[src/rtl/pcm_dual_slot.sv]
module pcm_dual_slot #(
  parameter int SW = 8,
  parameter int AW = 3,
  parameter int DW = 8,
  parameter logic [AW-1:0] CFG_ADDR = 3'd4,
  parameter int MUTE0_BIT = 5,
  parameter int MUTE1_BIT = 4,
  parameter int SWAP_BIT = 0,
  parameter logic [SW-1:0] SILENCE = 8'hD5
) (
  input  logic          bclk,
  input  logic          rst_n,
  input  logic          fs,
  input  logic          dr,
  output logic          dx,
  output logic          dx_oe,
  input  logic [SW-1:0] tx_ch0,
  input  logic [SW-1:0] tx_ch1,
  output logic [SW-1:0] rx_ch0,
  output logic [SW-1:0] rx_ch1,
  output logic [1:0]    rx_vld,
  input  logic          cpu_we,
  input  logic [AW-1:0] cpu_addr,
  input  logic [DW-1:0] cpu_wdata,
  output logic [DW-1:0] cpu_rdata
);
  localparam int CW = $clog2(2*SW+1);
  localparam logic [CW-1:0] IDLE    = CW'(2*SW);
  localparam logic [CW-1:0] B2_FIRST = CW'(SW);
  localparam logic [CW-1:0] B1_LAST = CW'(SW-1);
  localparam logic [CW-1:0] B2_LAST = CW'(2*SW-1);

  logic [CW-1:0] cnt;
  logic [1:0]    mute_pend, mute_act;
  logic          swap_pend, swap_act;
  logic [SW-1:0] tx0_q, tx1_q, rx_sh, rx_q0, rx_q1;
  logic          dr_q;

  wire            in_slot = (cnt != IDLE);
  wire            in_b2   = in_slot && (cnt >= B2_FIRST);
  wire            slot_ch = in_b2 ^ swap_act;
  wire [CW-1:0]   bpos    = in_b2 ? cnt - B2_FIRST : cnt;
  wire [SW-1:0]   tx_sel  = slot_ch ? tx1_q : tx0_q;
  wire [SW-1:0]   tx_shl  = tx_sel << bpos;
  wire [SW-1:0]   rx_byte = {rx_sh[SW-2:0], dr_q};
  wire            slot_end = (cnt == B1_LAST) || (cnt == B2_LAST);

  assign dx_oe  = in_slot && !mute_act[slot_ch];
  assign dx     = dx_oe && tx_shl[SW-1];
  assign rx_ch0 = rx_q0;
  assign rx_ch1 = rx_q1;

  always_ff @(posedge bclk or negedge rst_n)
    if (!rst_n) begin
      mute_pend <= '0;
      swap_pend <= 1'b0;
    end else if (cpu_we && cpu_addr == CFG_ADDR) begin
      mute_pend <= {cpu_wdata[MUTE1_BIT], cpu_wdata[MUTE0_BIT]};
      swap_pend <= cpu_wdata[SWAP_BIT];
    end

  always_comb begin
    cpu_rdata = '0;
    if (cpu_addr == CFG_ADDR) begin
      cpu_rdata[MUTE0_BIT] = mute_pend[0];
      cpu_rdata[MUTE1_BIT] = mute_pend[1];
      cpu_rdata[SWAP_BIT]  = swap_pend;
    end
  end

  always_ff @(posedge bclk or negedge rst_n)
    if (!rst_n) begin
      cnt      <= IDLE;
      mute_act <= '0;
      swap_act <= 1'b0;
      tx0_q    <= '0;
      tx1_q    <= '0;
    end else if (fs) begin
      cnt      <= '0;
      mute_act <= mute_pend;
      swap_act <= swap_pend;
      tx0_q    <= tx_ch0;
      tx1_q    <= tx_ch1;
    end else if (in_slot) begin
      cnt <= cnt + 1'b1;
    end

  always_ff @(negedge bclk or negedge rst_n)
    if (!rst_n) dr_q <= 1'b0;
    else        dr_q <= dr;

  always_ff @(posedge bclk or negedge rst_n)
    if (!rst_n) begin
      rx_sh  <= '0;
      rx_q0  <= SILENCE;
      rx_q1  <= SILENCE;
      rx_vld <= '0;
    end else begin
      rx_vld <= '0;
      if (in_slot) begin
        rx_sh <= rx_byte;
        if (slot_end) begin
          rx_vld[slot_ch] <= 1'b1;
          if (slot_ch) rx_q1 <= mute_act[1] ? SILENCE : rx_byte;
          else         rx_q0 <= mute_act[0] ? SILENCE : rx_byte;
        end
      end
    end
endmodule

[config.mk]
export PLATFORM = sky130hd
export DESIGN_NAME = pcm_dual_slot
export DESIGN_NICKNAME = d
export VERILOG_FILES = /design/src/rtl/pcm_dual_slot.sv
export SDC_FILE = /design/constraint.sdc
export NUM_CORES = 1
export LEC_CHECK = 0
export CAP_MARGIN = 20
export CORE_MARGIN = 4
export CORE_UTILIZATION = 40
export DETAILED_ROUTE_END_ITERATION = 7
export GPL_TIMING_DRIVEN = 1
export PLACE_DENSITY = 0.67
export SLEW_MARGIN = 20
export SYNTH_ARGS = -nofsm -noshare
export SYNTH_HDL_FRONTEND = slang
export SYNTH_SLANG_ARGS = --single-unit
export TNS_END_PERCENT = 30
[constraint.sdc]
create_clock -name bclk -period 6.3 [get_ports bclk]
set_input_delay 1.575 -clock bclk [delete_from_list [all_inputs] [get_ports bclk]]
set_output_delay 1.575 -clock bclk [all_outputs]
set_load 0.1 [all_outputs]
==> results.toml, run 1 <==
[setup_path]
path_class = "in2reg"
critical_path_buf_inv_count = 1
cp.required_ns = 3.31
r2r_slack_ns = 2.40
crit_end = "dr_q"
ff2ff_path_depth = 2
path_cells = "clkdlybuf4s50_1"
end_kind = "flop"
cp_max_fo = 1
worst-path-stages = 1
reg2reg_from = "dr_q"
critPathLaunch = "dr"
max_stage_delay_ns = 0.39
crit_family = "buffers and inverters"
critPathArrivalTime_ns = 1.96
r2r-end = "rx_ch0[0]"
startpoint_type = "input port"
slowest_stage = "clkdlybuf4s50_1"

[sta]
fin_skew_ns = 0.0110
slew_headroom_pct = 32.8
drv_slew = 0
finalWorstSetupSlack_ns = 1.35
fmaxAchievable_ghz = 0.204
finalHoldViolCount = 0
fin_crit_ns = 4.95
setup_violations = 0
tightest_slew_ns = 1.01
fin_crit_sh_pct = 78.6
setup_tns_ns = 0
rsz0062_at_grt = "no"

[global_route]
antenna_found_initial = 0
grt_usage_pct = 13.3
grt_remaining_overflow = 0
grt_max_degree = 53
grt_pass1_wl_mm = 8.07
grt_pass1_vias = 1698

[die]
initial_utilization_pct = 42.0
rows = 28
chipWidth_um = 87.5
dieArea_um2 = 7660
core_um2 = 6030
top_level_ports = 60
die_h_um = 87.5

[placement]
place_inst = 341
io_buffers = 49
post-place-ws_ns = 1.02
place_hpwl_mm = 3.45
gp_congestion = 0.777

[logic_synthesis]
syn_area_um2 = 2530
synth_cells = 230
syn_area_per_cell_um2 = 11.0
ys_ff_latch = 53
yosysSeqAreaShare_pct = 53.0
async_reset_ff_share_pct = 100
ys.flop_type = "dfrtp_1"
synth_edf_count = 0
yosysWarnings = 0
synth_cell_types = 37

[detailed_routing]
drcViolationCount = 0
routed_wl_mm = 4.73
wl_per_cell_um = 13.5
via_per_inst = 4.98
final_antenna_net_count = 0
first_pass_iters = 4
vias = 1737
drtIter0Drc = 24

[power_and_ir_drop]
p_int_w = 0.000587
power_leakage_nw = 1.31
swShare_pct = 40.0
power_frac_clock_pct = 20.2
ir_drop_v = 0.000210
power_w = 0.000979
power.switching_w = 0.000392
pwr-share-comb_pct = 35.9
power_density_nw_per_um2 = 313
sequentialPowerShare_pct = 44.0

[worst_hold_path]
hold_path_class = "reg2reg"

[clock_network]
cts_buffers = 5
post-cts-setup-buffers = 0
cts_root_buffer = "clkbuf_8"
ctsHoldBuffers = 0
clk_pin_slew_ns = 0.10
clock_path_buffers = 2
clock_latency_ns = 0.31
cts_max_level = 2
clock-sinks = 53
cts_tree = "built"
cts_resized = 0

[job]
cap_viol_max_count = 0

[cells_and_area]
antennaDiodeCount = 0
area_growth_pct = 23.5
layout.nets = 309
utilization_pct = 51.8
drive_gt1_share_pct = 20.4
layoutNonFillerInstCount = 349

[status]
status = "finished clean"
[metrics by stage]
stage / cell area [um^2] / hold WS (ns)
after CTS: 3110 / 0.485
after floorplan: 2540 / 0.475
after global routing: 3120 / 0.502
after global placement: 3020 / 0.464
final: 3120 / 0.481
after detailed placement: 3020 / 0.470
[sequential cells by signal (all words and copies together) (netlist names)]
signal / cells
dr_q: 1
swap_pend: 1
swap_act: 1
rx_sh: 7
mute_pend: 2
tx0_q: 8
cnt: 5
rx_ch0: 8
rx_vld: 2
tx1_q: 8
mute_act: 2
rx_ch1: 8
[layer usage]
| metal | global-route usage (%) | vias up | routed length, um |
|---|---|---|---|
| li1 | - | 857 | - |
| met1 | 17.9 | 831 | 2160 |
| met2 | 21.4 | 42 | 2230 |
| met3 | 3.22 | 7 | 271 |
| met4 | 4.04 | 0 | 57 |
| met5 | 0 | - | 0 |
[cell usage after synthesis (3+ instances only)]
master | n | area, um^2
o41ai_1 | 3 | 26.3
o31ai_1 | 3 | 22.5
nand2b_1 | 6 | 37.5
ha_1 | 4 | 50.1
a21o_1 | 4 | 30.0
inv_1 | 10 | 37.5
mux2_2 | 26 | 293
nand3_1 | 5 | 25.0
and2_1 | 10 | 62.6
dfrtp_1 | 41 | 1030
buf_4 | 5 | 37.5
nor2_1 | 21 | 78.8
o21ai_0 | 16 | 80.1
clkbuf_1 | 9 | 33.8
nor2b_1 | 4 | 25.0
a21oi_1 | 6 | 30.0
xnor2_1 | 4 | 35.0
nand2_1 | 17 | 63.8
dfstp_2 | 11 | 289
[layout make-up]
cell class	count	area [um^2]
Multi-Input combinational cell	152	1070
Clock buffer	8	90.1
Fill cell	578	2900
Sequential cell	53	1340
Timing Repair Buffer	51	488
Tap cell	75	93.8
Inverter	10	37.5
[placed cells by master, fill, tap and decap left out, drive strengths merged, types with 6 or more instances in the layout]
master          n
a21oi           6
and2           10
buf             8
clkbuf          8
clkdlybuf4s50  43
dfrtp          41
dfstp          11
inv            10
mux2           26
nand2          17
nand2b          6
nor2           21
o21ai          16
[worst min path at each step]
stage,startpoint,end,slack [ns],cells after the start
final,rx_ch0[2],rx_ch0[2],0.48,2
after global routing,rx_ch0[4],rx_ch0[4],0.50,2
after CTS,rx_ch0[2],rx_ch0[2],0.48,2
after detailed placement,rx_ch0[2],rx_ch0[2],0.47,2
after global placement,rx_ch0[2],rx_ch0[2],0.46,2
after floorplan,tx1_q[1],tx1_q[1],0.48,1
[cell families (layout without fill, tap and decap cells)]
kind of cell | Yosys count | in the layout | synth area share [%]
xor gates and xnor gates | 4 | 4 | 1.39
adders and majority gates | 4 | 4 | 1.98
muxes | 30 | 30 | 14.2
buffers and inverters | 29 | 69 | 5.74
DFF | 53 | 53 | 53.0
other | 1 | 5 | 0.148
AOI/OAI and AO/OA | 40 | 40 | 10.3
and+or+nand+nor | 69 | 69 | 13.3
[power by group through the flow]
stage | registers [W] | clock network [W] | logic (W)
after floorplan | 0.000538 | 0 | 0.000172
after global placement | 0.000435 | 0 | 0.000349
after detailed placement | 0.000438 | 0 | 0.000352
after CTS | 0.000430 | 0.000203 | 0.000353
after global routing | 0.000438 | 0.000217 | 0.000372
final | 0.000430 | 0.000197 | 0.000351
Power figures use the tool's default switching activity.
==> run 2, diff against run 1 <==
==> constraint.sdc (replaced) <==
create_clock -name bclk -period 4.8 [get_ports bclk]
set_input_delay 1.2 -clock bclk [delete_from_list [all_inputs] [get_ports bclk]]
set_output_delay 1.2 -clock bclk [all_outputs]
set_load 0.1 [all_outputs]
==> run 2 against run 1 <==
Against the previous run:
- count of clock-buffer cells in the layout decreased by 1
- critical path depth is 9 higher
- sequential share of layout area is 0.69 points lower
- combinational power is 38% higher
- global-route usage rose by 0.13 points
- first-iteration DRC count increased by 79%
- critical endpoint is now dx
- power is 39% higher
==> results.toml, run 2 (same netlist as run 1, synthesis figures left out) <==
[cells_and_area]
layout.nets = 310
area_growth_pct = 25.5
layout_common_cells = "clkdlybuf4s50_1, dfrtp_1, mux2_2"
drive_gt1_share_pct = 20.7
antennaDiodeCount = 0
final_common_cell = "clkdlybuf4s50_1"

[global_route]
grt_pass1_vias = 1791
grt_remaining_overflow = 0
antenna_found_initial = 0
grt_pass1_wl_mm = 8.16
grt_usage_pct = 13.5
grt_max_degree = 53

[clock_network]
clock_latency_ns = 0.30
clock_path_buffers = 2
cts_buffers = 5
cts_root_buffer = "clkbuf_8"
cts_resized = 0
cts_tree = "built"
ctsHoldBuffers = 0
post-cts-setup-buffers = 0
cts_max_level = 2
clk_pin_slew_ns = 0.09
clock-sinks = 53

[power_and_ir_drop]
swShare_pct = 38.0
power_leakage_nw = 1.33
pwr-share-comb_pct = 35.7
ir_drop_v = 0.000277
power_density_nw_per_um2 = 428
power.switching_w = 0.000516
p_int_w = 0.000842
sequentialPowerShare_pct = 41.6
power_frac_clock_pct = 22.8

[sta]
fin_skew_ns = 0.00645
tightest_slew_ns = 1.01
holdWs_ns = 0.485
setup_tns_ns = 0
fin_crit_sh_pct = 91.3
fmaxAchievable_ghz = 0.228
setup_violations = 0
drv_slew = 0
fin_crit_ns = 4.38
slew_headroom_pct = 32.4
finalHoldViolCount = 0
rsz0062_at_grt = "no"

[setup_path]
cp_max_fo = 11
reg2reg_from = "dr_q"
path_cells = "inv_1 -> ha_1 -> and2_1 -> a211oi_4 -> xnor2_1 -> buf_4 -> mux4_2 -> o211ai_1 -> o22ai_1 -> buf_12"
path_class = "reg2out"
startpoint_type = "flop"
crit_end = "dx"
cp.required_ns = 3.60
ff2ff_path_depth = 2
r2r_slack_ns = 1.65
critPathArrivalTime_ns = 3.18
critPathLaunch = "cnt[4]"
slowest_stage = "dfstp_2"
end_kind = "output pin"
max_stage_delay_ns = 0.57
r2r-end = "rx_ch0[0]"

[job]
cap_viol_max_count = 0

[die]
top_level_ports = 60
dieArea_um2 = 7660
core_um2 = 6030
die_h_um = 87.5
initial_utilization_pct = 42.0
chipWidth_um = 87.5
rows = 28

[detailed_routing]
via_per_inst = 4.96
wl_per_cell_um = 13.8
first_pass_iters = 4
vias = 1735
drtIter0Drc = 43
drcViolationCount = 0
final_antenna_net_count = 0
routed_wl_mm = 4.83

[placement]
io_buffers = 49
gp_congestion = 0.754
place_hpwl_mm = 3.53

[status]
status = "finished clean"

[worst_hold_path]
hold_path_class = "reg2reg"
run 2: cell types whose count changed in the layout (fill, tap and decap cells not counted), sizes merged:
cell and delta:
buf +1, bufinv +1, clkbuf -1
run 2: area by class of cell:
type / count / area [um^2]
repair buffers: 52 / 520
flip-flops and latches: 53 / 1340
multi-input cells: 152 / 1060
fillers: 552 / 2850
inverters: 10 / 37.5
clock inverters: 1 / 30.0
well taps: 75 / 93.8
clock buffers: 7 / 86.3
run 2: critical path: cells and delay by family (launching register included):
| family | cells | cell delay [ns] |
|---|---|---|
| adder cells (fa/ha/maj) | 1 | 0.23 |
| AND/OR/NAND/NOR | 1 | 0.20 |
| buffers and inverters | 3 | 0.48 |
| XOR/XNOR | 1 | 0.16 |
| multiplexers | 1 | 0.51 |
| AO/OA/AOI/OAI | 3 | 0.72 |
| flip-flops | 1 | 0.57 |
run 2: power by group through the flow:
stage | clock network [W] | registers, W | logic (W)
floorplan | 0 | 0.000706 | 0.000226
global placement | 0 | 0.000571 | 0.000482
detailed placement | 0 | 0.000575 | 0.000488
CTS | 0.000320 | 0.000566 | 0.000489
global route | 0.000341 | 0.000576 | 0.000510
finish | 0.000309 | 0.000565 | 0.000484
run 2: layer usage:
layer / part of all wire [%] / track usage, % / up-vias
met5: 0 / 0 / -
met4: 1.1 / 4.32 / 0
met2: 49 / 23.4 / 48
li1: - / - / 861
met3: 6.7 / 3.22 / 7
met1: 43 / 16.4 / 819
run 2: how the worst min path moves through the flow:
| stage | endpoint | start | depth (start not counted) | slack (ns) |
|---|---|---|---|---|
| after floorplan | tx1_q[1] | tx1_q[1] | 1 | 0.48 |
| after global placement | rx_ch0[2] | rx_ch0[2] | 2 | 0.46 |
| after detailed placement | rx_ch0[1] | rx_ch0[1] | 2 | 0.47 |
| after CTS | rx_ch0[7] | rx_ch0[7] | 2 | 0.49 |
| after global routing | rx_ch0[6] | rx_ch0[6] | 2 | 0.52 |
| final | rx_ch0[7] | rx_ch0[7] | 2 | 0.48 |
run 2: metrics by stage:
| stage | power [W] | cell area (um^2) | util (%) | setup WS, ns | cells |
|---|---|---|---|---|---|
| finish | 0.00136 | 3170 | 52.7 | 0.416 | 350 |
| detailed placement | 0.00106 | 3060 | 50.7 | 0.644 | 342 |
| global placement | 0.00105 | 3060 | 50.7 | 0.638 | 342 |
| global route | 0.00143 | 3170 | 52.7 | 0.188 | 350 |
| CTS | 0.00137 | 3170 | 52.7 | 0.370 | 350 |
| floorplan | 0.000932 | 2540 | - | 0.0958 | 234 |
==> run 3, diff against run 2 <==
--- a/config.mk
+++ b/config.mk
@@ -6,11 +6,14 @@
 export NUM_CORES = 1
 export LEC_CHECK = 0
 export CAP_MARGIN = 20
+export CELL_PAD_IN_SITES_DETAIL_PLACEMENT = 1
+export CELL_PAD_IN_SITES_GLOBAL_PLACEMENT = 1
 export CORE_MARGIN = 4
-export CORE_UTILIZATION = 40
+export CORE_UTILIZATION = 38
 export DETAILED_ROUTE_END_ITERATION = 7
 export GPL_TIMING_DRIVEN = 1
-export PLACE_DENSITY = 0.67
+export PLACE_DENSITY = 0.8
+export SKIP_LAST_GASP = 1
 export SLEW_MARGIN = 20
 export SYNTH_ARGS = -nofsm -noshare
 export SYNTH_HDL_FRONTEND = slang
==> run 3 against run 2 <==
Against the previous run:
- flip-flop and latch count unchanged
- cell count increased by 0.57%
- clock skew increased by 0.0012 ns
- fmax decreased by 3.2%
- sequential power about the same
- sequential share of layout area increased by 0.40 points
- wire length increased by 7.9%
- via count increased by 2.7%
- critical path type unchanged
- largest power group unchanged
==> results.toml, run 3 (same netlist as run 1, synthesis figures left out) <==
[worst_hold_path]
hold_path_class = "reg2reg"
hold_end = "rx_ch0[2]"
hold_depth = 2
hold_start = "rx_ch0[2]"

[sta]
drv_slew = 0
setup_violations = 0
finalWorstSetupSlack_ns = 0.274
fin_skew_ns = 0.00768
fin_crit_sh_pct = 94.3
fin_crit_ns = 4.53
fmaxAchievable_ghz = 0.221
finalHoldViolCount = 0
slew_headroom_pct = 33.6
setup_tns_ns = 0
tightest_slew_ns = 0.993
rsz0062_at_grt = "no"

[placement]
io_buffers = 49
post-place-ws_ns = 0.555
gp_congestion = 0.817
place_hpwl_mm = 3.96

[detailed_routing]
first_pass_iters = 4
vias = 1782
final_antenna_net_count = 0
drcViolationCount = 0
routed_wl_mm = 5.21
drtIter0Drc = 39
via_per_inst = 5.06
wl_per_cell_um = 14.8

[clock_network]
clock_path_buffers = 2
clk_pin_slew_ns = 0.09
cts_buffers = 5
cts_tree = "built"
cts_max_level = 2
post-cts-setup-buffers = 0
clock-sinks = 53
cts_root_buffer = "clkbuf_8"
cts_resized = 0
ctsHoldBuffers = 0
clock_latency_ns = 0.30

[die]
core_um2 = 6420
initial_utilization_pct = 39.4
die_h_um = 89.6
chipWidth_um = 89.6
top_level_ports = 60
rows = 29
dieArea_um2 = 8020

[global_route]
grt_max_degree = 53
grt_pass1_vias = 1892
antenna_found_initial = 0
grt_pass1_wl_mm = 8.87
grt_usage_pct = 14.2
grt_remaining_overflow = 0

[setup_path]
ff2ff_path_depth = 1
cp_max_fo = 9
critPathArrivalTime_ns = 3.33
r2r-end = "rx_sh[0]"
path_cells = "inv_1 -> ha_1 -> nor4bb_2 -> a211oi_4 -> xnor2_1 -> buf_4 -> mux2i_1 -> nand3_1 -> o22ai_1 -> buf_12"
cp.required_ns = 3.60
r2r_slack_ns = 1.65
reg2reg_from = "dr_q"
startpoint_type = "flop"
end_kind = "output pin"
slowest_stage = "nor4bb_2"
max_stage_delay_ns = 0.46
path_class = "reg2out"

[power_and_ir_drop]
ir_drop_v = 0.000139
power_leakage_nw = 1.31
power_density_nw_per_um2 = 412

[job]
cap_viol_max_count = 0

[cells_and_area]
drive_gt1_share_pct = 20.4
layout.nets = 310
layout_common_cells = "clkdlybuf4s50_1, dfrtp_1, mux2_2"
antennaDiodeCount = 0
final_common_cell = "clkdlybuf4s50_1"
area_growth_pct = 24.3

[status]
status = "finished clean"
==> run 3: worst max-delay path, delay by kind of cell (launching register included) <==
family	cells	cell delay, ns
AO/OA/AOI/OAI	2	0.38
XOR/XNOR	1	0.45
adder cells (fa/ha/maj)	1	0.23
buffers and inverters	3	0.63
flip-flops	1	0.43
multiplexers	1	0.33
AND/OR/NAND/NOR	2	0.58
==> run 3: how the worst max path moves through the flow <==
stage                     cells past startpoint   start  endpoint  slack [ns]
after CTS                                    10  cnt[0]        dx        0.22
after global routing                         10  cnt[0]        dx       0.004
after detailed placement                     10  cnt[0]        dx        0.55
after global placement                        1      dr      dr_q        0.64
final                                        10  cnt[0]        dx        0.27
after floorplan                               9  cnt[4]        dx         0.1
==> run 3: area by class of cell <==
class                      instances  area (um^2)
clock buffer                       7         76.3
clock inverter                     1         7.51
fill                             708         3280
inverter                          10         37.5
multi-input combinational        152         1060
sequential                        53         1340
tap                               77         96.3
timing repair buffer              52          520
==> run 3: power by group <==
part	switching, W	internal, W	total (W)
clock network	0.000140	0.000104	0.000243
registers	0.0000542	0.000511	0.000565
logic	0.000326	0.000160	0.000486
==> run 3: per-stage QoR <==
stage | instance area (um^2) | std cells | hold WS (ns) | utilization (%) | total power (W)
after global placement | 3060 | 344 | 0.463 | 47.6 | 0.00105
after floorplan | 2540 | 234 | 0.475 | - | 0.000932
final | 3140 | 352 | 0.478 | 48.9 | 0.00129
after detailed placement | 3060 | 344 | 0.471 | 47.6 | 0.00107
after CTS | 3140 | 352 | 0.484 | 48.9 | 0.00131
after global routing | 3140 | 352 | 0.519 | 48.9 | 0.00137
==> run 3: layer usage <==
layer | routed length, um | track usage (%) | vias to the layer above
met2 | 2650 | 25.8 | 44
met4 | 34 | 3.25 | 0
met5 | 0 | 0 | -
met1 | 2250 | 17.0 | 875
li1 | - | - | 859
met3 | 272 | 3.28 | 4
